$ cat src/rtl/nirq_pkg.sv
package nirq_pkg;
  typedef logic [1:0] lvl_t;
  localparam lvl_t LVL_IDLE = 2'd0;

  // priority code to running level: 0->1, 1->2, 2/3->3
  function automatic lvl_t code_to_lvl(input logic [1:0] code);
    case (code)
      2'd0:    return 2'd1;
      2'd1:    return 2'd2;
      default: return 2'd3;
    endcase
  endfunction
endpackage

$ cat src/rtl/nirq_pend_bank.sv
module nirq_pend_bank #(
  parameter int NUM_SRC = 16
) (
  input  logic               clk,
  input  logic               rst,
  input  logic [NUM_SRC-1:0] set_i,
  input  logic [NUM_SRC-1:0] clr_i,
  input  logic [NUM_SRC-1:0] take_i,
  output logic [NUM_SRC-1:0] pend_o
);
  logic [NUM_SRC-1:0] pend_q;

  always_ff @(posedge clk) begin
    if (rst) pend_q <= '0;
    else     pend_q <= set_i | (pend_q & ~(clr_i | take_i));
  end

  assign pend_o = pend_q;

  // a set in the same cycle as a withdraw leaves the source pending
  p_set_wins_r10: assert property (@(posedge clk) disable iff (rst)
    (set_i != '0) |=> ((pend_o & $past(set_i)) == $past(set_i)));

  // a taken source without a new set is no longer pending
  p_take_clears_r8: assert property (@(posedge clk) disable iff (rst)
    ((take_i & ~set_i) != '0) |=> ((pend_o & $past(take_i & ~set_i)) == '0));
endmodule

$ cat src/rtl/nirq_arbiter.sv
module nirq_arbiter
  import nirq_pkg::*;
#(
  parameter int NUM_SRC = 16,
  localparam int IDW = (NUM_SRC > 1) ? $clog2(NUM_SRC) : 1
) (
  input  logic [NUM_SRC-1:0]   pend_i,
  input  logic [NUM_SRC-1:0]   mask_i,
  input  logic                 en_i,
  input  logic [2*NUM_SRC-1:0] prio_i,
  input  lvl_t                 cur_i,
  output logic                 found_o,
  output logic [IDW-1:0]       vec_o,
  output lvl_t                 lvl_o
);
  logic [NUM_SRC-1:0] elig;
  lvl_t               src_lvl [NUM_SRC];

  for (genvar g = 0; g < NUM_SRC; g++) begin : g_src
    assign src_lvl[g] = code_to_lvl(prio_i[2*g +: 2]);
    assign elig[g]    = en_i && pend_i[g] && !mask_i[g] && (src_lvl[g] > cur_i);
  end

  // descending scan with >= : highest level wins, lowest index breaks ties
  always_comb begin
    found_o = 1'b0;
    vec_o   = '0;
    lvl_o   = LVL_IDLE;
    for (int i = NUM_SRC - 1; i >= 0; i--) begin
      if (elig[i] && (src_lvl[i] >= lvl_o)) begin
        found_o = 1'b1;
        vec_o   = IDW'(i);
        lvl_o   = src_lvl[i];
      end
    end
  end

  // any selection lies strictly above the running level
  always_comb begin
    p_above_running_r7: assert (!found_o || (lvl_o > cur_i));
  end
endmodule

$ cat src/rtl/nirq_lvl_stack.sv
module nirq_lvl_stack
  import nirq_pkg::*;
#(
  parameter int DEPTH = 3,
  localparam int SPW = $clog2(DEPTH + 1)
) (
  input  logic clk,
  input  logic rst,
  input  logic push_i,
  input  logic pop_i,
  input  lvl_t push_lvl_i,
  output lvl_t top_o,
  output logic empty_o
);
  lvl_t           mem [DEPTH];
  logic [SPW-1:0] sp_q;

  always_ff @(posedge clk) begin
    if (push_i && (sp_q < SPW'(DEPTH))) mem[sp_q[$clog2(DEPTH)-1:0]] <= push_lvl_i;
  end

  always_ff @(posedge clk) begin
    if (rst)                        sp_q <= '0;
    else if (push_i)                sp_q <= sp_q + 1'b1;
    else if (pop_i && sp_q != '0)   sp_q <= sp_q - 1'b1;
  end

  assign empty_o = (sp_q == '0);
  assign top_o   = empty_o ? LVL_IDLE : mem[$clog2(DEPTH)'(sp_q - 1'b1)];

  // strict nesting can never push more levels than exist
  p_no_overflow_r7: assert property (@(posedge clk) disable iff (rst)
    push_i |-> (sp_q < SPW'(DEPTH)));
endmodule

$ cat src/rtl/nested_irq_prio.sv
module nested_irq_prio
  import nirq_pkg::*;
#(
  parameter int NUM_SRC = 16,
  parameter int STACK_DEPTH = 3,
  localparam int IDW = (NUM_SRC > 1) ? $clog2(NUM_SRC) : 1
) (
  input  logic                 clk,
  input  logic                 rst,
  input  logic [NUM_SRC-1:0]   req_set,
  input  logic [NUM_SRC-1:0]   req_clr,
  input  logic [NUM_SRC-1:0]   src_mask,
  input  logic                 glob_en,
  input  logic [2*NUM_SRC-1:0] prio_code,
  input  logic                 cpu_ack,
  input  logic                 cpu_reti,
  output logic                 irq_valid,
  output logic [IDW-1:0]       irq_vector,
  output logic [1:0]           irq_level,
  output logic [1:0]           run_level
);
  logic [NUM_SRC-1:0] pend;
  logic [NUM_SRC-1:0] take;
  logic               arb_found;
  logic [IDW-1:0]     arb_vec;
  lvl_t               arb_lvl;
  lvl_t               cur_q;
  lvl_t               stk_top;
  logic               stk_empty;
  logic               valid_q;
  logic [IDW-1:0]     vec_q;
  lvl_t               lvl_q;
  logic               ack_ok;
  logic               pop_ok;

  assign ack_ok = cpu_ack && valid_q;
  assign pop_ok = cpu_reti && !ack_ok && !stk_empty;

  for (genvar g = 0; g < NUM_SRC; g++) begin : g_take
    assign take[g] = ack_ok && (vec_q == IDW'(g));
  end

  nirq_pend_bank #(.NUM_SRC(NUM_SRC)) u_pend (
    .clk(clk), .rst(rst), .set_i(req_set), .clr_i(req_clr),
    .take_i(take), .pend_o(pend)
  );

  nirq_arbiter #(.NUM_SRC(NUM_SRC)) u_arb (
    .pend_i(pend), .mask_i(src_mask), .en_i(glob_en), .prio_i(prio_code),
    .cur_i(cur_q), .found_o(arb_found), .vec_o(arb_vec), .lvl_o(arb_lvl)
  );

  nirq_lvl_stack #(.DEPTH(STACK_DEPTH)) u_stk (
    .clk(clk), .rst(rst), .push_i(ack_ok), .pop_i(pop_ok),
    .push_lvl_i(cur_q), .top_o(stk_top), .empty_o(stk_empty)
  );

  always_ff @(posedge clk) begin
    if (rst) begin
      cur_q   <= LVL_IDLE;
      valid_q <= 1'b0;
      vec_q   <= '0;
      lvl_q   <= LVL_IDLE;
    end else begin
      vec_q <= arb_vec;
      lvl_q <= arb_lvl;
      if (ack_ok) begin
        cur_q   <= lvl_q;
        valid_q <= 1'b0;
      end else begin
        if (pop_ok) cur_q <= stk_top;
        valid_q <= arb_found;
      end
    end
  end

  assign irq_valid  = valid_q;
  assign irq_vector = vec_q;
  assign irq_level  = lvl_q;
  assign run_level  = cur_q;

  // an offered vector always outranks the running handler
  p_offer_strict_r7: assert property (@(posedge clk) disable iff (rst)
    irq_valid |-> (irq_level > run_level));

  // acknowledge raises the running level and withdraws the offer
  p_ack_level_r8: assert property (@(posedge clk) disable iff (rst)
    (cpu_ack && irq_valid) |=> (run_level == $past(irq_level) && !irq_valid));

  // a return always lowers the running level
  p_reti_lower_r9: assert property (@(posedge clk) disable iff (rst)
    pop_ok |=> (run_level < $past(run_level)));

  // acknowledge without an offer leaves the running level alone
  p_idle_ack_r11: assert property (@(posedge clk) disable iff (rst)
    (cpu_ack && !irq_valid && !cpu_reti) |=> $stable(run_level));
endmodule

$ cat config.mk
export PLATFORM = sky130hd
export DESIGN_NAME = nested_irq_prio
export DESIGN_NICKNAME = d
export VERILOG_FILES = /design/src/rtl/nirq_pkg.sv /design/src/rtl/nirq_pend_bank.sv /design/src/rtl/nirq_arbiter.sv /design/src/rtl/nirq_lvl_stack.sv /design/src/rtl/nested_irq_prio.sv
export SDC_FILE = /design/constraint.sdc
export NUM_CORES = 1
export LEC_CHECK = 0
export BUFFER_PORTS_ARGS = -buffer_cell sky130_fd_sc_hd__buf_4
export CAP_MARGIN = 20
export CORE_MARGIN = 2
export CORE_UTILIZATION = 56
export CTS_BUF_LIST = sky130_fd_sc_hd__clkbuf_8
export CTS_CLUSTER_SIZE = 24
export DETAILED_ROUTE_END_ITERATION = 6
export PLACE_DENSITY = 0.86
export SLEW_MARGIN = 30
export SYNTH_ARGS = -nofsm -noshare
export SYNTH_HDL_FRONTEND = slang
export SYNTH_HIERARCHICAL = 1
export SYNTH_SLANG_ARGS = --single-unit
$ cat constraint.sdc
create_clock -name clk -period 26.9 [get_ports clk]
set_clock_uncertainty 0.15 [all_clocks]
set_input_delay 2.69 -clock clk [delete_from_list [all_inputs] [get_ports clk]]
set_output_delay 2.69 -clock clk [all_outputs]
set_load 0.01 [all_outputs]
After elaboration in Yosys (flattened, before gate mapping)
Memories as Yosys holds them, arrays and structs flattened. Cells that the tools add are included.

Bits in registers: 27. Input port bits: 85. Memories kept: 1. Output and inout bits: 9. Word-level logic and storage cells: 279. Memory bits (writable): 6.

Mux-type cells: 70. Reductions and logical operators: 129. Bitwise logic cells: 4. Eq/ne operators: 31. Add/subtract/negate cells: 2. Order comparisons: 33.

Memories: u_stk.mem (words 3, bits a word 2, rd ports 1, clocked after Yosys merged registers in 0, wr ports 1, RTL line nirq_lvl_stack.sv:15) `lvl_t mem [DEPTH];`.

Operators by type and width (count): 1-bit logical AND (85); 2-bit case mux with 2 select lines (16); 2-bit 2-to-1 mux (23); 2-bit zero test (17); 2-bit by 1-bit equality test with 1-bit output, second input constant (16); 4-bit equality test, second input constant (8); 2-bit > comparator (16); 4-bit 2-to-1 mux (8); 16-bit bitwise OR (2); 2-bit greater-or-equal comparator (15); 1-bit 2-to-1 mux (19); 1-bit zero test (18); 16-bit AND (1); 4-bit by 3-bit equality test with 1-bit output, second input constant (4); 16-bit inverter (1); 3-bit 2-to-1 mux (4); 9-bit OR reduction (1); 4-bit by 2-bit equality test with 1-bit output, second input constant (2); 2-bit nonzero test (3); 5-bit OR reduction (1); 4-bit by 1-bit equality test with 1-bit output, second input constant (1); 4-bit zero test (1); 2-bit OR reduction (2); 3-bit OR reduction (1); 4 further kinds (4).

Depth between registers and ports, before layout
Depth in word-level cells: 51. Gate-level depth with buffers: 100. Gate-level depth less buffers: 100.

Hierarchy
The synthesis kept the hierarchy.

Modules (own cells, without submodules): nirq_arbiter (instances 1, area an instance 2374.8 um2, cells each 340, seq. area each 0.0 um2); nirq_pend_bank (instances 1, area an instance 610.6 um2, cells each 66, seq. area each 320.3 um2); nested_irq_prio (instances 1, area an instance 420.4 um2, cells each 54, seq. area each 180.2 um2); nirq_lvl_stack (instances 1, area an instance 396.6 um2, cells each 33, seq. area each 220.2 um2).

Worst setup path before layout
No wires, ideal clock.

Path type: input to register. Start point: input port prio_code[31]. End point: register valid_q, in the netlist irq_valid. Cell stages on the path: 97. Data arrival time: 19803 ps. Buffers on the path: 0. Required time: 26691 ps. Setup time: 59 ps. Path slack: 6888 ps. Cell sequence: or2_2 ha_1 nand2b_1 a21boi_0 o21ai_1 ha_1 a21oi_1 or2_2 a21o_1 ha_1 nand2b_1 a21oi_1 nor4_1 nand2_1 o21a_1 ha_1 nand2b_1 o21ai_0 [61 not listed] a21oi_1 a2bb2oi_1 a21bo_2 o21a_1 ha_1 o22ai_1 a21oi_1 inv_1 o211a_1 or2_1 ha_1 nand2b_1 a21oi_1 a2111oi_0 or3_1 nor3_1 nand2_1 and3_2.

Cells in the longest elaborated chain, start to end: 51. Elaborated cells on any way between the ends: 68. Those cells by class: order compare: 17; eq/ne: 1; mux: 32; reduce/logical: 18.

RTL lines: from (decl) (RTL line nested_irq_prio.sv:14) `input logic [2*NUM_SRC-1:0] prio_code,`; 2-bit by 1-bit equality test with 1-bit output or 2-bit zero test (tied branches) (RTL line nirq_pkg.sv:7) `case (code)`; 2-bit case mux with 2 select lines (*) (RTL line nirq_pkg.sv:7); 2-bit > comparator (RTL line nirq_arbiter.sv:21) `assign elig[g] = en_i && pend_i[g] && !mask_i[g] && (src_lvl[g] > cur_i);`; 1-bit logical AND (RTL line nirq_arbiter.sv:21); 1-bit logical AND (RTL line nirq_arbiter.sv:30) `if (elig[i] && (src_lvl[i] >= lvl_o)) begin`; 2-bit 2-to-1 mux (RTL line nirq_arbiter.sv:30); 2-bit greater-or-equal comparator (RTL line nirq_arbiter.sv:30); 1-bit logical AND (RTL line nirq_arbiter.sv:30); [36 not listed]; 2-bit 2-to-1 mux (RTL line nirq_arbiter.sv:30); 2-bit greater-or-equal comparator (RTL line nirq_arbiter.sv:30); 1-bit logical AND (RTL line nirq_arbiter.sv:30); 2-bit 2-to-1 mux (RTL line nirq_arbiter.sv:30); 2-bit greater-or-equal comparator (RTL line nirq_arbiter.sv:30); 1-bit logical AND (RTL line nirq_arbiter.sv:30); 1-bit 2-to-1 mux (*) (RTL line nirq_arbiter.sv:30); named net arb_found (RTL line nested_irq_prio.sv:24) `logic arb_found;`; to (signal assigned) (RTL line nested_irq_prio.sv:72) `valid_q <= arb_found;`; to (decl) (RTL line nested_irq_prio.sv:30) `logic valid_q;`.

The timed path passes the listed nets; every way through them passes the cells marked *. A chain may end at the register's enable or synchronous reset.

Worst setup path in the final report
Same ends and word-level chain as after synthesis.

==> impl_metrics.env <==
export IMPL_ys_types=74
export IMPL_cts_max_level=2
export IMPL_critical_path_startpoint_type="input port"
export IMPL_hp_class="reg -> reg"
export IMPL_postCtsHoldBufs=0
export IMPL_antenna_found_initial=0
export IMPL_rows=30
export IMPL_layout_filler_cells=554
export IMPL_async_flop_share_pct=0
export IMPL_cts_buffers=5
export IMPL_wl_per_cell_um=15.42
export IMPL_portBuffers=93
export IMPL_cts_resized=0
export IMPL_cts_sinks=33
export IMPL_setup_tns_ns=0
export IMPL_clkTransAtPathRegs_ns=0.08
export IMPL_slew_viol_final=0
export IMPL_stdcell_area_sq_mm=0.004693
export IMPL_drt_total_wl_um=10390
export IMPL_setup_violations=0
export IMPL_drv_cap=0
export IMPL_clock_fmax_mhz=46.19
export IMPL_cts_root_buf="clkbuf_8"
export IMPL_crit_end="irq_valid"
export IMPL_syn_area_per_cell_sq_um=7.713
export IMPL_tightest_slew_ns=0.7428
export IMPL_place_ws_ns=5.429
export IMPL_syn_inst=493
export IMPL_grt_pass1_vias=3870
export IMPL_synth_edf_count=6
export IMPL_reg2reg_depth=97
export IMPL_layout_setup_ws_ns=5.248
export IMPL_hpwlAfterDp_um=8254
export IMPL_drtPass1Iterations=6
export IMPL_drc=0
export IMPL_vdd_drop_max_uv=26.34
export IMPL_min_period_ns=21.65
export IMPL_grt_max_degree=27
export IMPL_ioPinCount=94
export IMPL_seq_area_frac_synth_pct=18.95
export IMPL_fin_util_pct=70.24
export IMPL_die_y_um=86.40
export IMPL_rsz0062_at_grt="false"
export IMPL_dieArea_sq_mm=0.007465
export IMPL_cp_slowest_cell="a32oi_1"
export IMPL_antenna_cells=0
export IMPL_ys_flop_type="dfxtp_1"
export IMPL_rrSetupSlack_ns=7.48
export IMPL_p_leak_nw=2.263
export IMPL_gr_total_overflow=0
export IMPL_num_vias=3999
export IMPL_syn_area_sq_mm=0.003802
export IMPL_fin_nets=731
export IMPL_cts_tree="built"
export IMPL_placed_area_sq_mm=0.004602
export IMPL_cts_setup_buffers=0
export IMPL_critPathRequiredTime_ns=26.93
export IMPL_cp_data_arrival_time_ns=21.68
export IMPL_syn2layout_area_growth_pct=23.43
export IMPL_start_util_pct=56.91
export IMPL_timing_slew_headroom_pct=49.20
export IMPL_drtAntennaViolNets=0
export IMPL_synth_seq_cells=33
export IMPL_crit_top_cell="ha_1"
export IMPL_place_gp_congestion=0.9593
export IMPL_drt_iter0_drc=224
export IMPL_insertion_delay_ns=0.29
export IMPL_crit_path_end_kind="register"
export IMPL_power_per_cell_area_mw_per_mm2=42.44
export IMPL_die_w_um=86.40
export IMPL_criticalPathCategory="in -> reg"
export IMPL_r2r_start="run_level[1]"
export IMPL_syn_num_nets=631
export IMPL_gr_usage_all_layers_pct=28.21
export IMPL_viasPerCell=5.933
export IMPL_fin_crit_sh_pct=80.49
export IMPL_max_stage_delay_ns=0.47
export IMPL_cp_startpoint="prio_code[31]"
export IMPL_cts_buffer_depth=2
export IMPL_grt_first_pass_wirelength_um=17110
export IMPL_fp_coreArea_sq_mm=0.006681
export IMPL_status="complete, no violations"
export IMPL_r2r_end="irq_valid"
export IMPL_yosysWarnings=6
export IMPL_hold_viol_final=0
export IMPL_drive_gt1_share_pct=23.06
export IMPL_crit_fanout=6
critical path: cells and delay by family:
kind | cells | cell delay, ns
simple gates | 32 | 5.54
fa+ha+maj | 17 | 4.93
compound gates | 41 | 7.53
mux | 1 | 0.39
buf+inv | 7 | 0.58
stage by stage:
stage	hold WS, ns	power (W)	instances
detailed placement	0.3146	0.0001591	666
floorplan	0.3226	0.0001264	493
global route	0.3635	0.0002144	674
global placement	0.3122	0.0001537	666
finish	0.3354	0.0001992	674
CTS	0.3327	0.0001987	674
layout by cell type, fill, tap and decap left out, types with 4 or more instances in the layout:
cell       netlist  final
a2111oi_0        4      4
a211oi_1         8      8
a21boi_0         4      4
a21o_1          10     10
a21oi_1         42     42
and2_1           4      4
buf_4            0     96
clkbuf_8         0      5
dfxtp_1         27     27
edfxtp_1         6      6
ha_1            53     53
inv_1           49     49
mux2i_1          4      4
nand2_1         36     36
nand2b_1        18     18
nand3b_1         4      4
nor2_1          46     46
nor2b_1         37     37
nor3_1          18     18
o2111ai_1        4      4
o21a_1           9      9
o21ai_0         10     10
or2_2           11     11
or3b_1          16     16
power by group:
part / internal [W] / total [W] / leakage, nW / switching, W
Clock: 0.0000179 / 0.0000391 / 0.0439 / 0.0000212
Sequential: 0.0000558 / 0.0000605 / 0.279 / 0.00000471
Combinational: 0.0000471 / 0.0000996 / 1.94 / 0.0000524
cell usage after synthesis, types with 3 or more instances:
cell type	number	area share, %
o21ai_0	10	1.3
nand3b_1	4	0.79
nor4_1	3	0.49
o21a_1	9	1.8
o2111ai_1	4	0.92
ha_1	53	17
a21boi_0	4	0.79
nor2b_1	37	6.1
nand3_1	3	0.39
nor3_1	18	2.4
o22ai_1	3	0.49
inv_1	49	4.8
a2111oi_0	4	0.92
nand2_1	36	3.6
mux2i_1	4	1.1
dfxtp_1	27	14
or2_2	11	1.8
or3b_1	16	3.7
a21oi_1	42	5.5
a21o_1	10	2.0
a211oi_1	8	1.6
nand2b_1	18	3.0
o211ai_1	3	0.59
and2_1	4	0.66
a31oi_1	3	0.49
nor2_1	46	4.5
and3b_1	3	0.69
edfxtp_1	6	4.7
flip-flops by register name, summed over array words and instances, names as in the netlist:
register / count
run_level: 2
u_stk/sp_q: 2
u_stk/mem: 6
irq_valid: 1
irq_level: 2
u_pend/pend_o: 16
irq_vector: 4
worst min-delay path by stage:
stage	start	endpoint	slack, ns	cells past startpoint
2_1_floorplan	irq_level[1]	run_level[1]	0.32	2
3_3_place_gp	irq_level[1]	run_level[1]	0.31	2
3_5_place_dp	irq_level[1]	run_level[1]	0.31	2
4_1_cts	irq_level[1]	run_level[1]	0.33	2
5_1_grt	irq_level[1]	run_level[1]	0.36	2
6_report	irq_level[1]	run_level[1]	0.34	2
per-layer routing:
metal | vias to the layer above | routed length, um | share of wire (%) | GRT usage (%)
met4 | 0 | 285 | 2.7 | 12.07
met2 | 177 | 5054 | 49 | 48.32
met3 | 35 | 638 | 6.1 | 4.286
met5 | - | 0 | 0 | 0
met1 | 1810 | 4414 | 42 | 35.09
li1 | 1977 | - | - | -
area by class of cell:
type	instances	area (sq um)	area share, %
Sequential cell	33	720.7	15.36
Multi-Input combinational cell	407	2877	61.29
Timing Repair Buffer	96	720.7	15.36
Clock buffer	5	68.82	1.466
Inverter	50	188.9	4.026
Tap cell	80	100.1	2.133
Clock inverter	3	17.52	0.3732
kinds of logic (layout without fill, tap and decap cells):
group           Yosys count  count (layout)  share of synthesized area, %
flops                    33              33                         18.95
fa+ha+maj                54              54                         17.70
compound gates          128             128                         23.43
simple gates            220             220                         33.04
mux                       5               5                         1.349
buf+inv                  53             154                         5.528
No activity file was read; power rests on OpenSTA's default activity.
